`src/rtl/scan_port_pkg.sv`:
```
package scan_port_pkg;

  localparam int IR_W = 3;

  typedef enum logic [3:0] {
    ST_EX2DR   = 4'h0,
    ST_EX1DR   = 4'h1,
    ST_SHDR    = 4'h2,
    ST_PAUSEDR = 4'h3,
    ST_SELIR   = 4'h4,
    ST_UPDDR   = 4'h5,
    ST_CAPDR   = 4'h6,
    ST_SELDR   = 4'h7,
    ST_EX2IR   = 4'h8,
    ST_EX1IR   = 4'h9,
    ST_SHIR    = 4'hA,
    ST_PAUSEIR = 4'hB,
    ST_RTI     = 4'hC,
    ST_UPDIR   = 4'hD,
    ST_CAPIR   = 4'hE,
    ST_TLR     = 4'hF
  } tap_state_e;

  localparam logic [IR_W-1:0] OP_EXTEST = 3'b000;
  localparam logic [IR_W-1:0] OP_IDENT  = 3'b001;
  localparam logic [IR_W-1:0] OP_HIZ    = 3'b010;
  localparam logic [IR_W-1:0] OP_SAMPLE = 3'b100;
  localparam logic [IR_W-1:0] OP_BYPASS = 3'b111;

  typedef struct packed {
    logic sel_id;
    logic sel_bsr;
    logic ext;
    logic hiz;
  } op_dec_t;

  function automatic op_dec_t decode_op(logic [IR_W-1:0] code);
    op_dec_t d;
    d = '0;
    case (code)
      OP_EXTEST: begin d.sel_bsr = 1'b1; d.ext = 1'b1; end
      OP_IDENT:  d.sel_id = 1'b1;
      OP_HIZ:    begin d.sel_bsr = 1'b1; d.hiz = 1'b1; end
      OP_SAMPLE: d.sel_bsr = 1'b1;
      default:   d = '0;
    endcase
    return d;
  endfunction

endpackage

```
`src/rtl/tap_fsm.sv`:
```
module tap_fsm
  import scan_port_pkg::*;
(
  input  logic       tck,
  input  logic       rst_n,
  input  logic       tms,
  output tap_state_e state
);

  tap_state_e state_q, state_d;
  logic [2:0] ones_q;

  always_comb begin
    case (state_q)
      ST_TLR:     state_d = tms ? ST_TLR     : ST_RTI;
      ST_RTI:     state_d = tms ? ST_SELDR   : ST_RTI;
      ST_SELDR:   state_d = tms ? ST_SELIR   : ST_CAPDR;
      ST_CAPDR:   state_d = tms ? ST_EX1DR   : ST_SHDR;
      ST_SHDR:    state_d = tms ? ST_EX1DR   : ST_SHDR;
      ST_EX1DR:   state_d = tms ? ST_UPDDR   : ST_PAUSEDR;
      ST_PAUSEDR: state_d = tms ? ST_EX2DR   : ST_PAUSEDR;
      ST_EX2DR:   state_d = tms ? ST_UPDDR   : ST_SHDR;
      ST_UPDDR:   state_d = tms ? ST_SELDR   : ST_RTI;
      ST_SELIR:   state_d = tms ? ST_TLR     : ST_CAPIR;
      ST_CAPIR:   state_d = tms ? ST_EX1IR   : ST_SHIR;
      ST_SHIR:    state_d = tms ? ST_EX1IR   : ST_SHIR;
      ST_EX1IR:   state_d = tms ? ST_UPDIR   : ST_PAUSEIR;
      ST_PAUSEIR: state_d = tms ? ST_EX2IR   : ST_PAUSEIR;
      ST_EX2IR:   state_d = tms ? ST_UPDIR   : ST_SHIR;
      ST_UPDIR:   state_d = tms ? ST_SELDR   : ST_RTI;
      default:    state_d = ST_TLR;
    endcase
  end

  always_ff @(posedge tck or negedge rst_n) begin
    if (!rst_n) state_q <= ST_TLR;
    else        state_q <= state_d;
  end

  assign state = state_q;

  // Consecutive-high counter used only by the check below
  always_ff @(posedge tck or negedge rst_n) begin
    if (!rst_n)            ones_q <= 3'd0;
    else if (!tms)         ones_q <= 3'd0;
    else if (ones_q != 3'd5) ones_q <= ones_q + 3'd1;
  end


  five_high_reset_chk: assert property (@(posedge tck) disable iff (!rst_n)
    (ones_q == 3'd5) |-> (state_q == ST_TLR));

endmodule

```
`src/rtl/tap_ir.sv`:
```
module tap_ir
  import scan_port_pkg::*;
(
  input  logic            tck,
  input  logic            rst_n,
  input  logic            tdi,
  input  tap_state_e      state,
  output logic [IR_W-1:0] ir,
  output logic            ir_so
);

  logic [IR_W-1:0] sr_q, ir_q;
  logic cap_en, shf_en, upd_en, rst_en;

  assign cap_en = (state == ST_CAPIR);
  assign shf_en = (state == ST_SHIR);
  assign upd_en = (state == ST_UPDIR);
  assign rst_en = (state == ST_TLR);

  always_ff @(posedge tck or negedge rst_n) begin
    if (!rst_n)      sr_q <= '0;
    else if (cap_en) sr_q <= 3'b001;
    else if (shf_en) sr_q <= {tdi, sr_q[IR_W-1:1]};
  end

  always_ff @(negedge tck or negedge rst_n) begin
    if (!rst_n)      ir_q <= OP_IDENT;
    else if (rst_en) ir_q <= OP_IDENT;
    else if (upd_en) ir_q <= sr_q;
  end

  assign ir    = ir_q;
  assign ir_so = sr_q[0];


  ir_update_only_chk: assert property (@(negedge tck) disable iff (!rst_n)
    !$stable(ir_q) |-> ($past(state) == ST_UPDIR || $past(state) == ST_TLR));

endmodule

```
`src/rtl/tap_bsr.sv`:
```
module tap_bsr
  import scan_port_pkg::*;
#(
  parameter int N_IN = 4,
  parameter int N_DQ = 4
) (
  input  logic            tck,
  input  logic            rst_n,
  input  logic            tdi,
  input  tap_state_e      state,
  input  logic            sel,
  input  logic            ext,
  input  logic            hiz,
  input  logic [N_IN-1:0] pin_in,
  input  logic [N_DQ-1:0] dq_in,
  output logic            so,
  output logic            dq_force,
  output logic            dq_drive_en,
  output logic [N_DQ-1:0] dq_val
);

  localparam int L      = N_IN + N_DQ + 1;
  localparam int DQ_LSB = N_IN + 1;

  logic [L-1:0]    sr_q, cap_v;
  logic            ctrl_q;
  logic [N_DQ-1:0] dq_q;
  logic cap_en, shf_en, upd_en;

  assign cap_en = sel && (state == ST_CAPDR);
  assign shf_en = sel && (state == ST_SHDR);
  assign upd_en = sel && (state == ST_UPDDR);
  assign cap_v  = {dq_in, pin_in, ctrl_q};

  always_ff @(posedge tck or negedge rst_n) begin
    if (!rst_n)      sr_q <= '0;
    else if (cap_en) sr_q <= cap_v;
    else if (shf_en) sr_q <= {tdi, sr_q[L-1:1]};
  end

  always_ff @(negedge tck or negedge rst_n) begin
    if (!rst_n)      ctrl_q <= 1'b0;
    else if (upd_en) ctrl_q <= sr_q[0];
  end

  for (genvar g = 0; g < N_DQ; g++) begin : g_dq_cell
    always_ff @(negedge tck or negedge rst_n) begin
      if (!rst_n)      dq_q[g] <= 1'b0;
      else if (upd_en) dq_q[g] <= sr_q[DQ_LSB+g];
    end
    assign dq_val[g] = ext & dq_q[g];
  end

  assign so          = sr_q[0];
  assign dq_force    = ext | hiz;
  assign dq_drive_en = ext & ctrl_q;


  upd_latch_hold_chk: assert property (@(negedge tck) disable iff (!rst_n)
    !$stable({ctrl_q, dq_q}) |-> ($past(state) == ST_UPDDR && $past(sel)));

endmodule

```
`src/rtl/scan_port.sv`:
```
module scan_port
  import scan_port_pkg::*;
#(
  parameter int          N_IN     = 4,
  parameter int          N_DQ     = 4,
  parameter logic [31:0] ID_VALUE = 32'h0A5C_3F1D
) (
  input  logic            tck,
  input  logic            trst_n,
  input  logic            tms,
  input  logic            tdi,
  input  logic [N_IN-1:0] pin_in,
  input  logic [N_DQ-1:0] dq_in,
  output logic            tdo,
  output logic            tdo_en,
  output logic            dq_force,
  output logic            dq_drive_en,
  output logic [N_DQ-1:0] dq_val
);

  localparam int ID_W = 32;

  logic [1:0]      rst_sync_q;
  logic            rst_n;
  tap_state_e      state;
  logic [IR_W-1:0] ir;
  logic            ir_so, bsr_so;
  op_dec_t         dec;
  logic [ID_W-1:0] id_q;
  logic            byp_q, tdo_d, shift_any;
  logic            id_cap, id_shf, byp_cap, byp_shf, byp_sel;

  always_ff @(posedge tck or negedge trst_n) begin
    if (!trst_n) rst_sync_q <= 2'b00;
    else         rst_sync_q <= {rst_sync_q[0], 1'b1};
  end
  assign rst_n = rst_sync_q[1];

  tap_fsm u_fsm (.tck(tck), .rst_n(rst_n), .tms(tms), .state(state));

  tap_ir u_ir (.tck(tck), .rst_n(rst_n), .tdi(tdi), .state(state),
               .ir(ir), .ir_so(ir_so));

  assign dec     = decode_op(ir);
  assign byp_sel = !dec.sel_id && !dec.sel_bsr;

  tap_bsr #(.N_IN(N_IN), .N_DQ(N_DQ)) u_bsr (
    .tck(tck), .rst_n(rst_n), .tdi(tdi), .state(state),
    .sel(dec.sel_bsr), .ext(dec.ext), .hiz(dec.hiz),
    .pin_in(pin_in), .dq_in(dq_in), .so(bsr_so),
    .dq_force(dq_force), .dq_drive_en(dq_drive_en), .dq_val(dq_val));

  assign id_cap  = dec.sel_id && (state == ST_CAPDR);
  assign id_shf  = dec.sel_id && (state == ST_SHDR);
  assign byp_cap = byp_sel && (state == ST_CAPDR);
  assign byp_shf = byp_sel && (state == ST_SHDR);

  always_ff @(posedge tck or negedge rst_n) begin
    if (!rst_n)      id_q <= '0;
    else if (id_cap) id_q <= ID_VALUE;
    else if (id_shf) id_q <= {tdi, id_q[ID_W-1:1]};
  end

  always_ff @(posedge tck or negedge rst_n) begin
    if (!rst_n)       byp_q <= 1'b0;
    else if (byp_cap) byp_q <= 1'b0;
    else if (byp_shf) byp_q <= tdi;
  end

  assign shift_any = (state == ST_SHIR) || (state == ST_SHDR);

  always_comb begin
    if (state == ST_SHIR)  tdo_d = ir_so;
    else if (dec.sel_id)   tdo_d = id_q[0];
    else if (dec.sel_bsr)  tdo_d = bsr_so;
    else                   tdo_d = byp_q;
  end

  always_ff @(negedge tck or negedge rst_n) begin
    if (!rst_n) begin
      tdo    <= 1'b0;
      tdo_en <= 1'b0;
    end else begin
      tdo    <= tdo_d;
      tdo_en <= shift_any;
    end
  end


  tdo_en_shift_chk: assert property (@(posedge tck) disable iff (!rst_n)
    tdo_en == ((state == ST_SHIR) || (state == ST_SHDR)));


  hiz_force_chk: assert property (@(posedge tck) disable iff (!rst_n)
    (ir == OP_HIZ) |-> (dq_force && !dq_drive_en));


  unassigned_normal_chk: assert property (@(posedge tck) disable iff (!rst_n)
    (ir == 3'b011 || ir == 3'b101 || ir == 3'b110) |-> !dq_force);


  tlr_default_chk: assert property (@(posedge tck) disable iff (!rst_n)
    $past(state == ST_TLR) && (state != ST_TLR) |-> (ir == OP_IDENT) && !dq_force);

endmodule

```
`config.mk`:
```
export PLATFORM = sky130hd
export DESIGN_NAME = scan_port
export DESIGN_NICKNAME = d
export VERILOG_FILES = /design/src/rtl/scan_port_pkg.sv /design/src/rtl/tap_fsm.sv /design/src/rtl/tap_ir.sv /design/src/rtl/tap_bsr.sv /design/src/rtl/scan_port.sv
export SDC_FILE = /design/constraint.sdc
export NUM_CORES = 1
export LEC_CHECK = 0
export ABC_CLOCK_PERIOD_IN_PS = 3400
export BUFFER_PORTS_ARGS = -buffer_cell sky130_fd_sc_hd__buf_2
export CAP_MARGIN = 5
export CORE_MARGIN = 2
export CORE_UTILIZATION = 64
export DETAILED_ROUTE_END_ITERATION = 12
export GPL_ROUTABILITY_DRIVEN = 0
export GPL_TIMING_DRIVEN = 1
export PLACE_DENSITY = 0.84
export SYNTH_ARGS = -nofsm -noshare
export SYNTH_HDL_FRONTEND = slang
export SYNTH_HIERARCHICAL = 1
export SYNTH_SLANG_ARGS = --single-unit
```
`constraint.sdc`:
```
create_clock -name tck -period 3.4 [get_ports tck]
set_input_delay 0 -clock tck [delete_from_list [all_inputs] [get_ports tck]]
set_output_delay 0 -clock tck [all_outputs]
set_load 0.05 [all_outputs]
```
==> results of run 1 <==
-- through the flow --
step | setup WS, ns | hold slack (ns) | TNS (ns) | util, % | instances
floorplan | 0.05269 | -0.2956 | 0 | - | 251
global placement | 0.1824 | -0.2139 | 0 | 69.40 | 312
detailed placement | 0.1292 | -0.2123 | 0 | 69.40 | 312
CTS | 0.03137 | 0.04540 | 0 | 76.70 | 340
global route | -0.03392 | 0.06409 | -0.2053 | 76.78 | 340
finish | 0.04084 | 0.06858 | 0 | 76.78 | 340
-- per-layer routing --
layer	GRT usage [%]	wire [microns]	part of all wire (%)
met5	0	0	0
met4	7.338	61	1.1
met3	8.861	216	3.9
met2	34.67	2625	47
met1	34.51	2646	48
-- registers in the layout, summed over array words and instances (netlist names), 2 cells and up --
signal,count
rst_sync_q,2
u_bsr/sr_q,9
id_q,32
u_bsr/dq_q,4
u_ir/sr_q,3
u_ir/ir,3
u_fsm/state,4
-- final cells by class --
| class | count | area [sq um] |
|---|---|---|
| fill | 264 | 1011 |
| clock buffer | 12 | 145.1 |
| tap | 52 | 65.06 |
| clock inverter | 5 | 51.30 |
| multi-input combinational | 172 | 1280 |
| inverter | 1 | 3.754 |
| timing repair buffer | 37 | 264.0 |
| sequential | 61 | 1534 |
-- cells by family (layout without fill, tap and decap cells) --
family                     Yosys count  in the layout  synth area share [%]
and+or+nand+nor                     78             78                 16.03
DFF                                 61             61                 52.78
buffers and inverters               18             55                 3.533
AOI/OAI and AO/OA                   55             55                 11.07
other                                1              1                0.1291
adders and majority gates            1              1                0.3447
muxes                               37             37                 16.11
-- where the power goes --
part           internal, mW  switching, mW  total, mW
clock                 0.358          0.274      0.632
combinational         0.635          0.724       1.36
sequential             1.06          0.275       1.34
total                  2.06           1.27       3.33
-- worst paths after layout --
check                                             start                       end  slack (ns)  depth (start not counted)
worst min-delay path                                tdi  u_ir/sr_q[2]$_DFFE_PN0P_        0.07                          3
worst min register to register  rst_sync_q[1]$_DFF_PN0_      id_q[31]$_DFFE_PN0P_        0.25                          0
min in group asynchronous       rst_sync_q[1]$_DFF_PN0_      id_q[31]$_DFFE_PN0P_        0.25                          0
max in group asynchronous       rst_sync_q[1]$_DFF_PN0_    u_ir/ir[0]$_DFFE_NN1P_        1.12                          0
worst max register to register   u_ir/ir[0]$_DFFE_NN1P_      id_q[31]$_DFFE_PN0P_        0.04                          3
worst max-delay path             u_ir/ir[0]$_DFFE_NN1P_      id_q[31]$_DFFE_PN0P_        0.04                          3
-- tightest hold or removal path: cells and delay by family --
| family | cells | cell delay (ns) |
|---|---|---|
| buf+inv | 1 | 0.11 |
| mux | 1 | 0.12 |
| simple gates | 1 | 0.14 |
-- repair_timing --
| item | CTS | global route |
|---|---|---|
| hold buffers | 12 | 0 |
| resized for setup | 1 | 1 |
| endpoints found under the hold margin | 12 | 0 |
| pin swaps | 0 | 0 |
| setup endpoints to repair | 6 | 18 |
-- cell usage in the layout, fill, tap and decap left out, types with 5 or more instances in the layout --
cell type,count
dfstp_2,5
and2_1,5
dlygate4sd3_1,12
clkbuf_8,10
buf_4,5
mux2_4,17
a31oi_1,18
buf_2,19
nor2b_1,19
dfrtn_1,9
mux2i_1,10
a21oi_1,29
nand2_1,5
mux2_2,10
nor2_1,29
dfrtp_1,46
==> impl_metrics.ini, run 1 <==
[pwr]
total_power_mw = 3.330
power_density_nw_per_um2 = 996.1
vdd_drop_max_mv = 0.6333
p_leak_nw = 1.553

[clock_network]
clkSinkCount = 61
cts_tree = built
clock_path_buffers = 2
cts_inserted_buffers = 9
clkLatencyLatePin_ns = 0.37
cts_setup_buffers = 0
path_clk_slew_ns = 0.07
cts-root-buf = clkbuf_8
h-tree-depth = 3

[floorplan]
dieArea_sq_um = 5092
rows = 24
core_area_sq_um = 4354
start_util_pct = 66.70
die_y_microns = 71.36
boundaryPins = 20
die_w_microns = 71.36

[yosys]
avgSynthCellArea_sq_um = 11.57
synth-seq-cells = 61
synth_seq_area_share_pct = 52.78
yosysMostFrequentCell = dfrtp_1
synth_flop_cell = dfrtp_1
syn_inst = 251
synthTopCellsByArea = dfrtp_1 40%, mux2_4 8.8%, dfrtn_1 7.8%, a21oi_1 5.0%, dfstp_2 4.5%
yosysTopAreaCellShare_pct = 40.50
synth-edff-count = 0
async_flop_share_pct = 100.0
yosys-top-cells-count = 47 x dfrtp_1, 29 x a21oi_1, 29 x nor2_1
synth_nets = 263
ys_types = 43
syn_area_sq_um = 2904
yosys_warnings = 6
synth_top_cell_by_area = dfrtp_1

[timing]
final-hold-violation-count = 0
maxSlewHeadroom_pct = 65.21
skew_ns = 0.05339
tightest_slew_ns = 0.5219
setup_viol = 0
rsz0062_at_grt = yes
final_max_slew_viol_count = 0

[layout]
diodes = 0
nets = 295
drive_gt1_share_pct = 29.51
stdcell_area_sq_um = 3343
syn_to_final_growth_pct = 15.12

[worst_setup_path]
critical_path.cell_chain = nor3b_4, nand2_4, mux2_4
cp_slowest_cell = dfstp_2
worstSetupPathType = reg2reg
crit_required_ns = 3.61
crit_arrival_ns = 3.57
cp_max_fo = 16
cp-end-kind = flop
path_buf_inv = 0
slowest_delay_ns = 0.62
crit_family = flip-flops
startpoint_type = flop

[grt]
grt_max_degree = 40
grt_pass1_vias = 1905
grt_pass1_wl_microns = 9301
overflow = 0
antenna_found_initial = 0
grt_usage_pct = 24.08

[routing]
drt_iter0_markers = 224
via_count = 1958
ant_nets = 0
routedWlPerCell_microns = 16.32
drc = 0
wl_microns = 5550
first_pass_iters = 4
avgViaCountPerCell = 5.759

[worst_hold_path]
hold_class = in2reg

[place]
dpl_cell_area_sq_um = 3022
io_buffers = 19
place_hpwl_microns = 3129

[run_status]
run_status = finished, final reports clean

[run]
max_cap_violations = 0
(Power assumes the default switching activity.)
==> run 2: changes to the inputs <==
Settings changed: ABC_AREA from default to 1, CORE_UTILIZATION 64 to 65, CTS_CLUSTER_DIAMETER from default to 150, PLACE_DENSITY 0.84 to 0.85, SKIP_CTS_REPAIR_TIMING from default to 1.
==> impl_metrics.ini, run 2 <==
[worst_setup_path]
crit_required_ns = 3.40
cp_max_fo = 5
critical_path.cell_chain = inv_1, nand2_1, nor2_1, or2_2, buf_2
cp-end-kind = output pin
cp_slowest_cell = dfstp_2
startpoint_type = flop
crit_arrival_ns = 3.31
worstSetupPathType = reg2out
slowest_delay_ns = 0.56

[layout]
final_cell_mix = 144 x nand2_1, 64 x inv_1, 46 x dfrtp_1
fillers = 329
reg_top3 = id_q x32, u_bsr/sr_q x9
top_register = id_q
diodes = 0
finalNonFillerCells = 489
syn_to_final_growth_pct = 12.11
drive_gt1_share_pct = 16.02
nets = 444
largest_reg_flops = 32
mostFrequentLayoutCell = nand2_1

[place]
place_hpwl_microns = 4026
io_buffers = 19
place_ws_ns = 0.3141
dp.cells = 469

[pwr]
clockPowerShare_pct = 18.3
total_power_mw = 3.145
p_seq_share_pct = 39.4
p_int_mw = 1.756
comb_power_share_pct = 42.2
vdd_drop_max_mv = 0.7176
switching_power_mw = 1.389
power_density_nw_per_um2 = 920.4
p_leak_nw = 1.993
switching_share_pct = 44.16

[routing]
drt_iter0_markers = 225
ant_nets = 0
first_pass_iters = 5
routedWlPerCell_microns = 12.27
avgViaCountPerCell = 5.031
via_count = 2460
drc = 0
wl_microns = 6000

[run]
max_cap_violations = 0

[timing]
skew_ns = 0.03897
layout_setup_ws_ns = 0.09171
final_max_slew_viol_count = 0
hold_ws_ns = 0.007142
rsz0062_at_grt = no
tns_ns = 0
setup_viol = 0
final-hold-violation-count = 0

[yosys]
yosys-top-cells-count = 144 x nand2_1, 64 x inv_1, 47 x dfrtp_1
yosys_warnings = 6
syn_area_sq_um = 3048
yosysTopAreaCellShare_pct = 38.59
synth_seq_area_share_pct = 50.29
avgSynthCellArea_sq_um = 7.677
async_flop_share_pct = 100.0
yosysMostFrequentCell = nand2_1
synthTopCellsByArea = dfrtp_1 39%, nand2_1 18%, inv_1 7.9%, dfrtn_1 7.4%, nor2_1 4.7%
synth-seq-cells = 61
synth_flop_cell = dfrtp_1
synth_top_cell_by_area = dfrtp_1
synth_nets = 409
syn_inst = 397
synth-edff-count = 0
ys_types = 29

[clock_network]
cts_inserted_buffers = 9
clkLatencyLatePin_ns = 0.36
clkSinkCount = 61
clock_path_buffers = 2
cts-root-buf = clkbuf_8
cts_tree = built
h-tree-depth = 3
path_clk_slew_ns = 0.07

[grt]
overflow = 0
grt_usage_pct = 25.13
grtUsageMet2_pct = 40.27
grt_max_degree = 33
grtUsageMet3_pct = 4.861
use_met1_pct = 33.49
grt_pass1_vias = 2432
grt_pass1_wl_microns = 10270
antenna_found_initial = 0
grt.busiest_layer = met2

[floorplan]
core_area_sq_um = 4444
dieArea_sq_um = 5253
rows = 24
start_util_pct = 68.58
die_w_microns = 72.48
boundaryPins = 20
die_y_microns = 72.48

[worst_hold_path]
hold_class = in2reg

[run_status]
run_status = finished, final reports clean
run 2: cells by family after synthesis:
kind of cell	Yosys count	synth area share, %
compound gates	19	3.202
buf+inv	76	11.21
other cells	1	0.1230
flops	61	50.29
simple gates	240	35.18
run 2: power by group through the flow:
stage | registers, mW | logic (mW) | clock network (mW)
2_1_floorplan | 1.26 | 0.968 | 0.00368
3_3_place_gp | 1.23 | 1.26 | 0.00368
3_5_place_dp | 1.24 | 1.31 | 0.00368
4_1_cts | 1.24 | 1.32 | 0.582
5_1_grt | 1.28 | 1.49 | 0.611
6_report | 1.24 | 1.33 | 0.577
run 2: per-layer routing:
metal / part of all wire [%] / wire [microns]
met1: 46 / 2788
met2: 49 / 2924
met3: 3.3 / 199
met4: 1.5 / 87
met5: 0 / 0
run 2: layout make-up:
class / count / area (sq um) / area share (%)
inverter: 66 / 252.7 / 7.397
tap: 52 / 65.06 / 1.904
timing repair buffer: 33 / 210.2 / 6.152
clock buffer: 12 / 155.1 / 4.540
multi-input combinational: 260 / 1174 / 34.35
clock inverter: 5 / 26.28 / 0.7689
sequential: 61 / 1534 / 44.89
run 2: worst paths after layout:
path	from	to	slack (ns)	depth (start not counted)
worst min-delay path	pin_in[1]	u_bsr/sr_q[2]$_DFFE_PN0P_	0.007	5
worst min register to register	rst_sync_q[1]$_DFF_PN0_	u_ir/sr_q[0]$_DFFE_PN0P_	0.23	0
max in group asynchronous	rst_sync_q[1]$_DFF_PN0_	u_ir/ir[0]$_DFFE_NN1P_	1.14	0
worst max-delay path	u_ir/ir[0]$_DFFE_NN1P_	dq_force	0.09	5
min in group asynchronous	rst_sync_q[1]$_DFF_PN0_	u_ir/sr_q[0]$_DFFE_PN0P_	0.23	0
worst max register to register	u_ir/ir[0]$_DFFE_NN1P_	u_bsr/sr_q[6]$_DFFE_PN0P_	0.26	9
run 2: through the flow:
stage | instance area, sq um | util, %
floorplan | 3049 | -
global placement | 3199 | 71.99
detailed placement | 3199 | 71.99
CTS | 3377 | 75.99
global route | 3417 | 76.89
finish | 3417 | 76.89
run 2: worst max-delay path, delay by kind of cell (launching register included):
family                 cells  cell delay [ns]
and+or+nand+nor            3             0.38
buffers and inverters      2             0.31
DFF                        1             0.56
